## src/rtl/cpu_status_pkg.sv

```systemverilog
package cpu_status_pkg;
    localparam int STAT_W = 8;
    localparam int FLAG_W = 6;
    localparam int DATA_W = 8;
    localparam int IDX_W  = $clog2(DATA_W);

    // positions in the status word
    localparam int POS_I = 7;
    localparam int POS_T = 6;

    // positions inside the arithmetic flag field (also word bits 5..0)
    localparam int FL_H = 5;
    localparam int FL_S = 4;
    localparam int FL_V = 3;
    localparam int FL_N = 2;
    localparam int FL_Z = 1;
    localparam int FL_C = 0;

    typedef enum logic {
        IE_MASKED = 1'b0,
        IE_ARMED  = 1'b1
    } ie_state_t;
endpackage

```

## src/rtl/status_arith_flags.sv

```systemverilog
module status_arith_flags
    import cpu_status_pkg::*;
(
    input  logic              clk,
    input  logic              rst_n,
    input  logic              alu_upd,
    input  logic [FLAG_W-1:0] alu_mask,
    input  logic [FLAG_W-1:0] alu_flags,
    input  logic              sw_wr,
    input  logic [FLAG_W-1:0] sw_flags,
    output logic [FLAG_W-1:0] flags_q
);
    logic [FLAG_W-1:0] flags_d;

    // next value: software write, then masked ALU update, then hold
    always_comb begin
        for (int i = 0; i < FLAG_W; i++) begin
            if (sw_wr)
                flags_d[i] = sw_flags[i];
            else if (alu_upd && alu_mask[i])
                flags_d[i] = alu_flags[i];
            else
                flags_d[i] = flags_q[i];
        end
        // sign is derived, never taken from an input
        flags_d[FL_S] = flags_d[FL_V] ^ flags_d[FL_N];
    end

    always_ff @(posedge clk or negedge rst_n) begin
        if (!rst_n)
            flags_q <= '0;
        else
            flags_q <= flags_d;
    end
endmodule

```

## src/rtl/status_tbit.sv

```systemverilog
module status_tbit
    import cpu_status_pkg::*;
(
    input  logic              clk,
    input  logic              rst_n,
    input  logic              sw_wr,
    input  logic              sw_t,
    input  logic              tcopy_store,
    input  logic              tcopy_load,
    input  logic [IDX_W-1:0]  tcopy_idx,
    input  logic [DATA_W-1:0] tcopy_src,
    output logic [DATA_W-1:0] tcopy_result,
    output logic              t_q
);
    logic t_d;

    always_comb begin
        if (sw_wr)
            t_d = sw_t;
        else if (tcopy_store)
            t_d = tcopy_src[tcopy_idx];
        else
            t_d = t_q;
    end

    always_ff @(posedge clk or negedge rst_n) begin
        if (!rst_n)
            t_q <= 1'b0;
        else
            t_q <= t_d;
    end

    // bit-load: replace the selected operand bit by T
    always_comb begin
        tcopy_result = tcopy_src;
        for (int b = 0; b < DATA_W; b++) begin
            if (tcopy_load && (tcopy_idx == IDX_W'(b)))
                tcopy_result[b] = t_q;
        end
    end
endmodule

```

## src/rtl/status_ie_ctrl.sv

```systemverilog
module status_ie_ctrl
    import cpu_status_pkg::*;
(
    input  logic clk,
    input  logic rst_n,
    input  logic irq_enter,
    input  logic irq_return,
    input  logic sw_wr,
    input  logic sw_i,
    output logic ie_q
);
    ie_state_t state_q, state_d;

    always_ff @(posedge clk or negedge rst_n) begin
        if (!rst_n)
            state_q <= IE_MASKED;
        else
            state_q <= state_d;
    end

    always_comb begin
        state_d = state_q;
        unique case (state_q)
            IE_MASKED: begin
                // RETURN or SOFT_ARM, blocked by a same-cycle entry
                if (!irq_enter && (irq_return || (sw_wr && sw_i)))
                    state_d = IE_ARMED;
            end
            IE_ARMED: begin
                // TAKE, or SOFT_MASK when no return is pending
                if (irq_enter || (!irq_return && sw_wr && !sw_i))
                    state_d = IE_MASKED;
            end
            default: state_d = IE_MASKED;
        endcase
    end

    always_comb begin
        ie_q = (state_q == IE_ARMED);
    end
endmodule

```

## src/rtl/cpu_status_reg.sv

```systemverilog
module cpu_status_reg
    import cpu_status_pkg::*;
(
    input  logic              clk,
    input  logic              rst_n,
    input  logic              alu_upd,
    input  logic [FLAG_W-1:0] alu_mask,
    input  logic [FLAG_W-1:0] alu_flags,
    input  logic              sw_wr,
    input  logic [STAT_W-1:0] sw_data,
    input  logic              irq_enter,
    input  logic              irq_return,
    input  logic              tcopy_store,
    input  logic              tcopy_load,
    input  logic [IDX_W-1:0]  tcopy_idx,
    input  logic [DATA_W-1:0] tcopy_src,
    output logic [DATA_W-1:0] tcopy_result,
    output logic [STAT_W-1:0] status_q
);
    logic [FLAG_W-1:0] flags_q;
    logic              t_q;
    logic              ie_q;

    status_arith_flags u_flags (
        .clk       (clk),
        .rst_n     (rst_n),
        .alu_upd   (alu_upd),
        .alu_mask  (alu_mask),
        .alu_flags (alu_flags),
        .sw_wr     (sw_wr),
        .sw_flags  (sw_data[FLAG_W-1:0]),
        .flags_q   (flags_q)
    );

    status_tbit u_tbit (
        .clk          (clk),
        .rst_n        (rst_n),
        .sw_wr        (sw_wr),
        .sw_t         (sw_data[POS_T]),
        .tcopy_store  (tcopy_store),
        .tcopy_load   (tcopy_load),
        .tcopy_idx    (tcopy_idx),
        .tcopy_src    (tcopy_src),
        .tcopy_result (tcopy_result),
        .t_q          (t_q)
    );

    status_ie_ctrl u_ie (
        .clk        (clk),
        .rst_n      (rst_n),
        .irq_enter  (irq_enter),
        .irq_return (irq_return),
        .sw_wr      (sw_wr),
        .sw_i       (sw_data[POS_I]),
        .ie_q       (ie_q)
    );

    assign status_q = {ie_q, t_q, flags_q};
endmodule

```

## config.mk

```make
export PLATFORM = sky130hd
export DESIGN_NAME = cpu_status_reg
export DESIGN_NICKNAME = d
export VERILOG_FILES = /design/src/rtl/cpu_status_pkg.sv /design/src/rtl/status_arith_flags.sv /design/src/rtl/status_tbit.sv /design/src/rtl/status_ie_ctrl.sv /design/src/rtl/cpu_status_reg.sv
export SDC_FILE = /design/constraint.sdc
export NUM_CORES = 1
export LEC_CHECK = 0
export BUFFER_PORTS_ARGS = -buffer_cell sky130_fd_sc_hd__buf_4
export CAP_MARGIN = 5
export CORE_AREA = 2 2 43 45
export DETAILED_ROUTE_END_ITERATION = 12
export DIE_AREA = 0 0 45 47
export GPL_ROUTABILITY_DRIVEN = 0
export PLACE_DENSITY = 0.88
export SETUP_SLACK_MARGIN = 0.3
export SYNTH_ARGS = -nofsm -noshare
export SYNTH_HDL_FRONTEND = slang
export SYNTH_SLANG_ARGS = --single-unit
```

## constraint.sdc

```tcl
create_clock -name clk -period 2.12 [get_ports clk]
set_input_delay 0.212 -clock clk [delete_from_list [all_inputs] [get_ports clk]]
set_output_delay 0.212 -clock clk [all_outputs]
set_load 0.02 [all_outputs]
```

==> results of run 1 <==
-- per-layer routing --
layer  share of wire, %  track usage, %  routed length [um]  vias up
met4               0.73            8.82                  12        0
met1                 34            14.8                 560      319
met5                  0               0                   0        -
li1                   -               -                   -      348
met2                 52            34.3                 850       44
met3                 13            4.62                 218        2
-- cell type report --
type	instances	area [um2]
repair buffers	52	393
inverters	2	7.51
clock buffers	3	22.5
flip-flops and latches	8	200
well taps	17	21.3
fillers	143	604
multi-input cells	52	403
-- layout by cell type (no fill, tap or decap), drive strengths merged --
master	instances
nand4b	2
inv	2
nand2b	3
and3	2
mux2i	3
nor3	2
o21ai	4
nand4	2
a211oi	1
buf	51
nor4	1
nor2b	3
mux2	9
a221oi	1
mux4	1
o31a	2
and3b	1
clkbuf	3
dfrtp	8
nor2	1
a21boi	2
and4	1
nor3b	2
xor2	1
a2111oi	1
dlygate4sd3	1
nand2	7
-- flip-flops by register name, indices dropped and copies added, names as in the netlist --
| signal | flops |
|---|---|
| u_ie.ie_q | 1 |
| u_flags.flags_q | 6 |
| u_tbit.t_q | 1 |
-- cell families (layout without fill, tap and decap cells) --
kind of cell | after synthesis | after routing | synth area share, %
mux | 13 | 13 | 24.7
xor+xnor | 1 | 1 | 1.37
simple gates | 27 | 27 | 24.9
buf+inv | 7 | 57 | 5.67
flops | 8 | 8 | 31.3
compound gates | 11 | 11 | 12.1
-- repair_timing --
action | in CTS | in global routing
setup buffers | 0 | 0
hold endpoints to repair | 8 | 0
gates resized for setup | 0 | 0
hold buffers | 1 | 0
setup endpoints to repair | 0 | 0
-- worst paths after layout --
check                           slack (ns)  cells after the start                 end
worst max-delay path                  0.63                      5     tcopy_result[1]
worst min-delay path                  0.12                      2           u_ie.ie_q
worst max register to register        0.83                      3          u_tbit.t_q
worst min register to register        0.58                      2  u_flags.flags_q[0]
max in group asynchronous             1.67                      2           u_ie.ie_q
min in group asynchronous             0.33                      2          u_tbit.t_q
-- worst max-delay path, stage by stage --
cell	delay [ns]
buf_4	0.14
nand2b_1	0.17
nor3b_1	0.24
mux2_2	0.36
buf_4	0.15
-- per-stage QoR --
| stage | worst slack, ns | total power, mW | utilization [%] | cells |
|---|---|---|---|---|
| 4_1_cts | 0.626 | 0.499 | 63.4 | 134 |
| 3_5_place_dp | 0.629 | 0.386 | 61.4 | 130 |
| 3_3_place_gp | 0.672 | 0.382 | 61.4 | 130 |
| 2_1_floorplan | 0.935 | 0.281 | - | 67 |
| 5_1_grt | 0.560 | 0.522 | 63.4 | 134 |
| 6_report | 0.629 | 0.490 | 63.4 | 134 |
-- power by group through the flow --
stage | Sequential [mW] | Combinational [mW] | Clock, mW
after floorplan | 0.198 | 0.0827 | 0
after global routing | 0.184 | 0.219 | 0.119
final | 0.181 | 0.202 | 0.106
after CTS | 0.182 | 0.204 | 0.113
after detailed placement | 0.184 | 0.202 | 0
after global placement | 0.184 | 0.198 | 0
==> results.txt, run 1 <==
----------------------------------------------------
[Status]
  Outcome ... completed

[STA]
  Setup_tns ... 0 ns
  Final critical delay including setup and external delays ... between 1 and 1.5 ns
  Hold Violations, Final ... 0
  Relative slew slack ... between 70% and 80%
  Setup Viol. Count Final ... 0
  Number of pins exceeding their max-slew limit in the final report ... 0
  Slew @ Worst Pin ... approximately 0.36 ns
  Setup repair after global routing missed its margin ... false
  Share of the clock period used by the worst path ... between 70 and 80%
  Worst clock skew ... roughly 0.000023 ns
  WHS ... 0.119 ns
  Max Freq ... 671 MHz

[Synth]
  Count of flip-flops with a built-in enable after synthesis ... 0
  Post-Syn Instances ... 67
  Post-synthesis cell area ... approximately 640 um2
  Area share of the leading cell type in the synthesized netlist ... 31.3%
  Syn. warnings ... 0
  Sequential fraction of the synthesis area ... between 30% and 40%
  Ranking of synthesized cells by instance count ... mux2_2 (9), dfrtp_1 (8), nand2_1 (7)
  Share of synthesized flip-flops with an asynchronous set or reset ... 100%
  Dominant cell by count in the synthesized netlist ... mux2_2
  Yosys cell types ... 27
  Number of nets produced by synthesis ... roughly 110
  Cell type contributing the most total cell area after synthesis ... dfrtp_1
  Number of storage elements in the synthesis netlist ... 8
  Mean post-synth cell area ... approximately 9.5 um2
  Main synth FF type ... dfrtp_1
  Most area-consuming cells after synthesis ... dfrtp_1 (31%), mux2_2 (16%), mux2i_1 (4.7%)

[Critical path]
  Critical Path Start Type ... input port
  Required time of the worst setup path ... between 1.5 and 2 ns
  Crit path launch ... tcopy_idx[2]
  Top fanout value on the critical path ... 7
  Arrival time worst endpoint ... between 1 and 1.5 ns
  Worst setup path category ... in -> out
  Capturing element type of the critical path ... primary output
  Reg2reg start ... u_tbit.t_q

[Clock tree]
  Number of CTS-inserted buffers ... 3
  Sinks on Clock Net ... 8
  Clock tree from TritonCTS ... yes
  CTS HTree Levels ... 1
  Clock Pin Slew Worst Setup and Hold Paths ... 0.05 ns
  Clock network latency to the later pin of the worst-skew pair ... between 0.2 and 0.25 ns
  Buffer depth of the longest clock path ... 2
  CTS Root Cell ... clkbuf_4

[Route]
  Router iterations before antenna repair ... 4
  Wirelength, routed ... between 1500 and 2000 um
  Final ANT Viol Nets ... 0
  Wire length per cell ... 12.2 um
  Post-detailed-route DRC marker count ... 0
  Count of vias placed by the detailed router ... roughly 700
  DR vias/cell ... 5.32
  Number of DRC violations after detailed-routing iteration 0 ... 6

[Global route]
  Vias in the first global route ... roughly 650
  Antenna violations before repair ... 0
  Pin count of the biggest net entering global routing ... 16
  GRT Util Overall ... about 17%
  Wire length of the first global-routing pass ... approximately 2500 um
  Total overflow reported by the global router ... 0

[Power and ir drop]
  Max IR drop VDD ... between 0.00015 and 0.0002 V
  Switching power summed over all nets ... 0.145 mW
  Logic pwr share ... 41.3%
  Standby leakage power ... roughly 0.52 nW
  Switching power as a share of total power ... between 20 and 30%
  Pwr dens ... between 400 and 500 mW/mm2
  Reg power frac ... between 30% and 40%
  Clock power frac ... 21.7%
  Cell internal power dissipation ... approximately 0.34 mW

[Floorplanning]
  Area enclosed by the die boundary ... 0.00212 mm2
  Area of the core ... 0.00165 mm2
  # rows ... 15
  Initial core utilization ... around two fifths
  Floorplan die width ... between 40 and 50 um
  Number of primary I/O pins ... 55
  Height of the die ... approximately 47 um

[Cells and area]
  Final cell area excluding filler cells ... between 0.001 and 0.0015 mm2
  Area growth syn-to-layout ... 63.8%
  Nets ... roughly 160
  Layout cell share with drive strength beyond 1 ... between 50% and 60%
  Total inserted antenna cells ... 0

[Job]
  Count of max-cap constraint violations ... 0

[Place]
  Post-detailed-placement cell area ... a little over 0.001 mm2
  Count of port buffers added during placement ... 51
  Final HPWL DP ... 1350 um

[Min path]
  Path category of the worst min-delay check ... in -> reg
  Startpoint of the most critical hold path ... irq_enter

----------------------------------------------------
Power figures use the tool's default switching activity.
==> run 2, diff against run 1 <==
- ABC_AREA: default -> 1
- CORE_AREA: 2 2 43 45 -> 2 2 43 54
- DIE_AREA: 0 0 45 47 -> 0 0 45 56
- PLACE_DENSITY: 0.88 -> 0.77
- clock period: 2.12 -> 1.35 ns (I/O delays scaled with it)
==> run 2 against run 1 <==
- setup slack got worse by 0.54 ns
- clock skew about the same
- final cell count is 25% higher
- combinational power increased by 93%
- first-iteration DRC count rose to 8.7 times the previous value
- utilization shrank 6.0 points
- global-route usage is 2.1 points higher
- wire length up 44%
- power increased by 76%
- die area increased by 19%
- sequential power grew 56%
- largest cell class unchanged
- largest power group unchanged
==> results.txt, run 2 <==
----------------------------------------------------
[Critical path]
  Capturing element type of the critical path ... primary output
  Register-to-register setup slack ... between 0.3 and 0.4 ns
  Arrival time worst endpoint ... around 1.1 ns
  Critical Path Start Type ... input port
  Worst setup path category ... in -> out
  Top fanout value on the critical path ... 8
  Required time of the worst setup path ... about 1.2 ns

[Cells and area]
  Largest register by flop count ... u_flags.flags_q
  Largest register FFs ... 6
  Post-layout instance count excluding filler cells ... around 170
  Highest-count cells in the layout ignoring fill and taps ... buf_4 (49), nand2_1 (26), a21oi_1 (9)
  Nets ... roughly 190
  Most common cell after layout, fill and taps aside ... buf_4
  Area growth syn-to-layout ... 79.6%
  Total inserted antenna cells ... 0
  Layout cell share with drive strength beyond 1 ... roughly 48%

[Clock tree]
  CTS HTree Levels ... 1
  Clock tree from TritonCTS ... yes
  Clock Pin Slew Worst Setup and Hold Paths ... ~0.060 ns
  Clock network latency to the later pin of the worst-skew pair ... roughly 0.25 ns
  Sinks on Clock Net ... 8
  Number of CTS-inserted buffers ... 3
  CTS Root Cell ... clkbuf_4
  Buffer depth of the longest clock path ... 2

[Status]
  Outcome ... completed

[Power and ir drop]
  Switching power as a share of total power ... between 30% and 40%
  Switching power summed over all nets ... 0.311 mW
  Cell internal power dissipation ... around 0.55 mW
  Max IR drop VDD ... around 0.00063 V
  Pwr dens ... 756 mW/mm2
  Logic pwr share ... between 40% and 50%
  Clock power frac ... between 20% and 30%
  Reg power frac ... between 30% and 40%
  Standby leakage power ... 0.589 nW

[Synth]
  Cell type contributing the most total cell area after synthesis ... dfrtp_1
  Number of storage elements in the synthesis netlist ... 8
  Area share of the leading cell type in the synthesized netlist ... between 30% and 40%
  Most area-consuming cells after synthesis ... dfrtp_1 (32%), nand2_1 (15%), a31oi_1 (8.9%)
  Post-synthesis cell area ... 633 um2
  Syn. warnings ... 0
  Main synth FF type ... dfrtp_1
  Number of nets produced by synthesis ... about 130
  Yosys cell types ... 19
  Ranking of synthesized cells by instance count ... nand2_1 (26), a21oi_1 (10), nor2_1 (10)
  Sequential fraction of the synthesis area ... around a third
  Post-Syn Instances ... 95
  Count of flip-flops with a built-in enable after synthesis ... 0
  Dominant cell by count in the synthesized netlist ... nand2_1
  Share of synthesized flip-flops with an asynchronous set or reset ... 100%
  Mean post-synth cell area ... about 6.7 um2

[STA]
  Number of pins exceeding their max-slew limit in the final report ... 0
  Setup Viol. Count Final ... 0
  Setup_tns ... 0 ns
  Max Freq ... a little under 800 MHz
  Final critical delay including setup and external delays ... approximately 1.3 ns
  Fin worst setup slack ... between 0.08 and 0.09 ns
  WHS ... a little under 0.03 ns
  Hold Violations, Final ... 0
  Relative slew slack ... a little over 80%
  Slew @ Worst Pin ... 0.294 ns
  Setup repair after global routing missed its margin ... true
  Share of the clock period used by the worst path ... ~93%
  Worst clock skew ... between 0.000007 and 0.000008 ns

[Route]
  Wire length per cell ... between 10 and 15 um
  Final ANT Viol Nets ... 0
  Router iterations before antenna repair ... 4
  Wirelength, routed ... 2360 um
  Post-detailed-route DRC marker count ... 0
  DR vias/cell ... between 5 and 6
  Count of vias placed by the detailed router ... 890
  Number of DRC violations after detailed-routing iteration 0 ... 52

[Global route]
  Vias in the first global route ... roughly 850
  Pin count of the biggest net entering global routing ... 9
  Total overflow reported by the global router ... 0
  Antenna violations before repair ... 0
  GRT Util Overall ... a little under a fifth
  Wire length of the first global-routing pass ... 3730 um

[Floorplanning]
  Height of the die ... 56 um
  Area of the core ... between 0.0015 and 0.002 mm2
  Floorplan die width ... roughly 45 um
  Area enclosed by the die boundary ... 0.00252 mm2
  Initial core utilization ... a little under a third
  Number of primary I/O pins ... 55
  # rows ... 18

[Min path]
  Path category of the worst min-delay check ... in -> reg

[Place]
  Minimum setup slack after placement ... between 0.09 and 0.1 ns
  Number of instances in the placed design ... around 160
  Count of port buffers added during placement ... 51
  Final HPWL DP ... 1720 um

[Job]
  Count of max-cap constraint violations ... 0

----------------------------------------------------
run 2: changes by cell type in the layout (fill, tap and decap cells not counted), sizes merged, moves of 3 or more:
cell / delta
nand3: +8
inv: +7
a21oi: +10
nor2: +10
mux2i: -3
nand2b: -3
nand2: +20
a31oi: +9
mux2: -9
nor2b: -3
run 2: power groups by stage:
stage / clock (mW) / combinational, mW / sequential, mW
floorplan: 0 / 0.150 / 0.308
global placement: 0 / 0.339 / 0.282
detailed placement: 0 / 0.349 / 0.281
CTS: 0.191 / 0.369 / 0.283
global route: 0.207 / 0.415 / 0.286
finish: 0.188 / 0.389 / 0.283
run 2: cell families (layout without fill, tap and decap cells):
kind of cell              count (synthesis)  after routing  synth area share, %
and+or+nand+nor                          48             48                 33.8
AOI/OAI and AO/OA                        24             24                 21.9
buffers and inverters                    14             67                 11.3
DFF                                       8              8                 31.6
xor gates and xnor gates                  1              1                 1.38
run 2: layout make-up:
type | instances | area, um2
repair inverters | 1 | 8.76
multi-input cells | 73 | 425
inverters | 10 | 42.5
clock buffers | 3 | 22.5
flip-flops and latches | 8 | 201
fillers | 182 | 845
well taps | 20 | 25.0
repair buffers | 53 | 412
run 2: per-stage QoR:
step	total power, mW	utilization (%)	area [um2]
final	0.860	57.4	1140
after global routing	0.907	57.4	1140
after CTS	0.842	55.2	1090
after floorplan	0.458	-	637
after detailed placement	0.631	51.0	1010
after global placement	0.621	51.0	1010
run 2: worst max-delay path: stages:
cell and delay [ns]:
buf_4 0.16, inv_1 0.12, nor2_2 0.20, a21oi_1 0.13, a31oi_2 0.20, buf_4 0.18
run 2: metal layers:
layer	part of all wire [%]	vias up	track usage, %
li1	-	424	-
met4	2.4	0	7.56
met1	34	417	20.8
met5	0	-	0
met2	59	39	34.3
met3	4.5	10	2.60
run 2: path summary, 6_finish.rpt:
| path | startpoint | endpoint | cells after the start |
|---|---|---|---|
| max | tcopy_idx[0] | tcopy_result[5] | 6 |
| min | irq_enter | u_ie.ie_q | 2 |
| max reg2reg | u_tbit.t_q | u_tbit.t_q | 5 |
| min reg2reg | u_flags.flags_q[0] | u_flags.flags_q[0] | 2 |
| max in group asynchronous | rst_n | u_tbit.t_q | 2 |
| min in group asynchronous | rst_n | u_flags.flags_q[1] | 2 |
run 2: what timing repair did:
action                                  in CTS  in global routing
resized for setup                           10                  7
cloned                                       1                  0
endpoints found under the hold margin        8                  0
hold buffers                                 1                  0
pin swaps                                    1                  0
setup buffers                                0                  1
endpoints found under the setup margin       8                  8
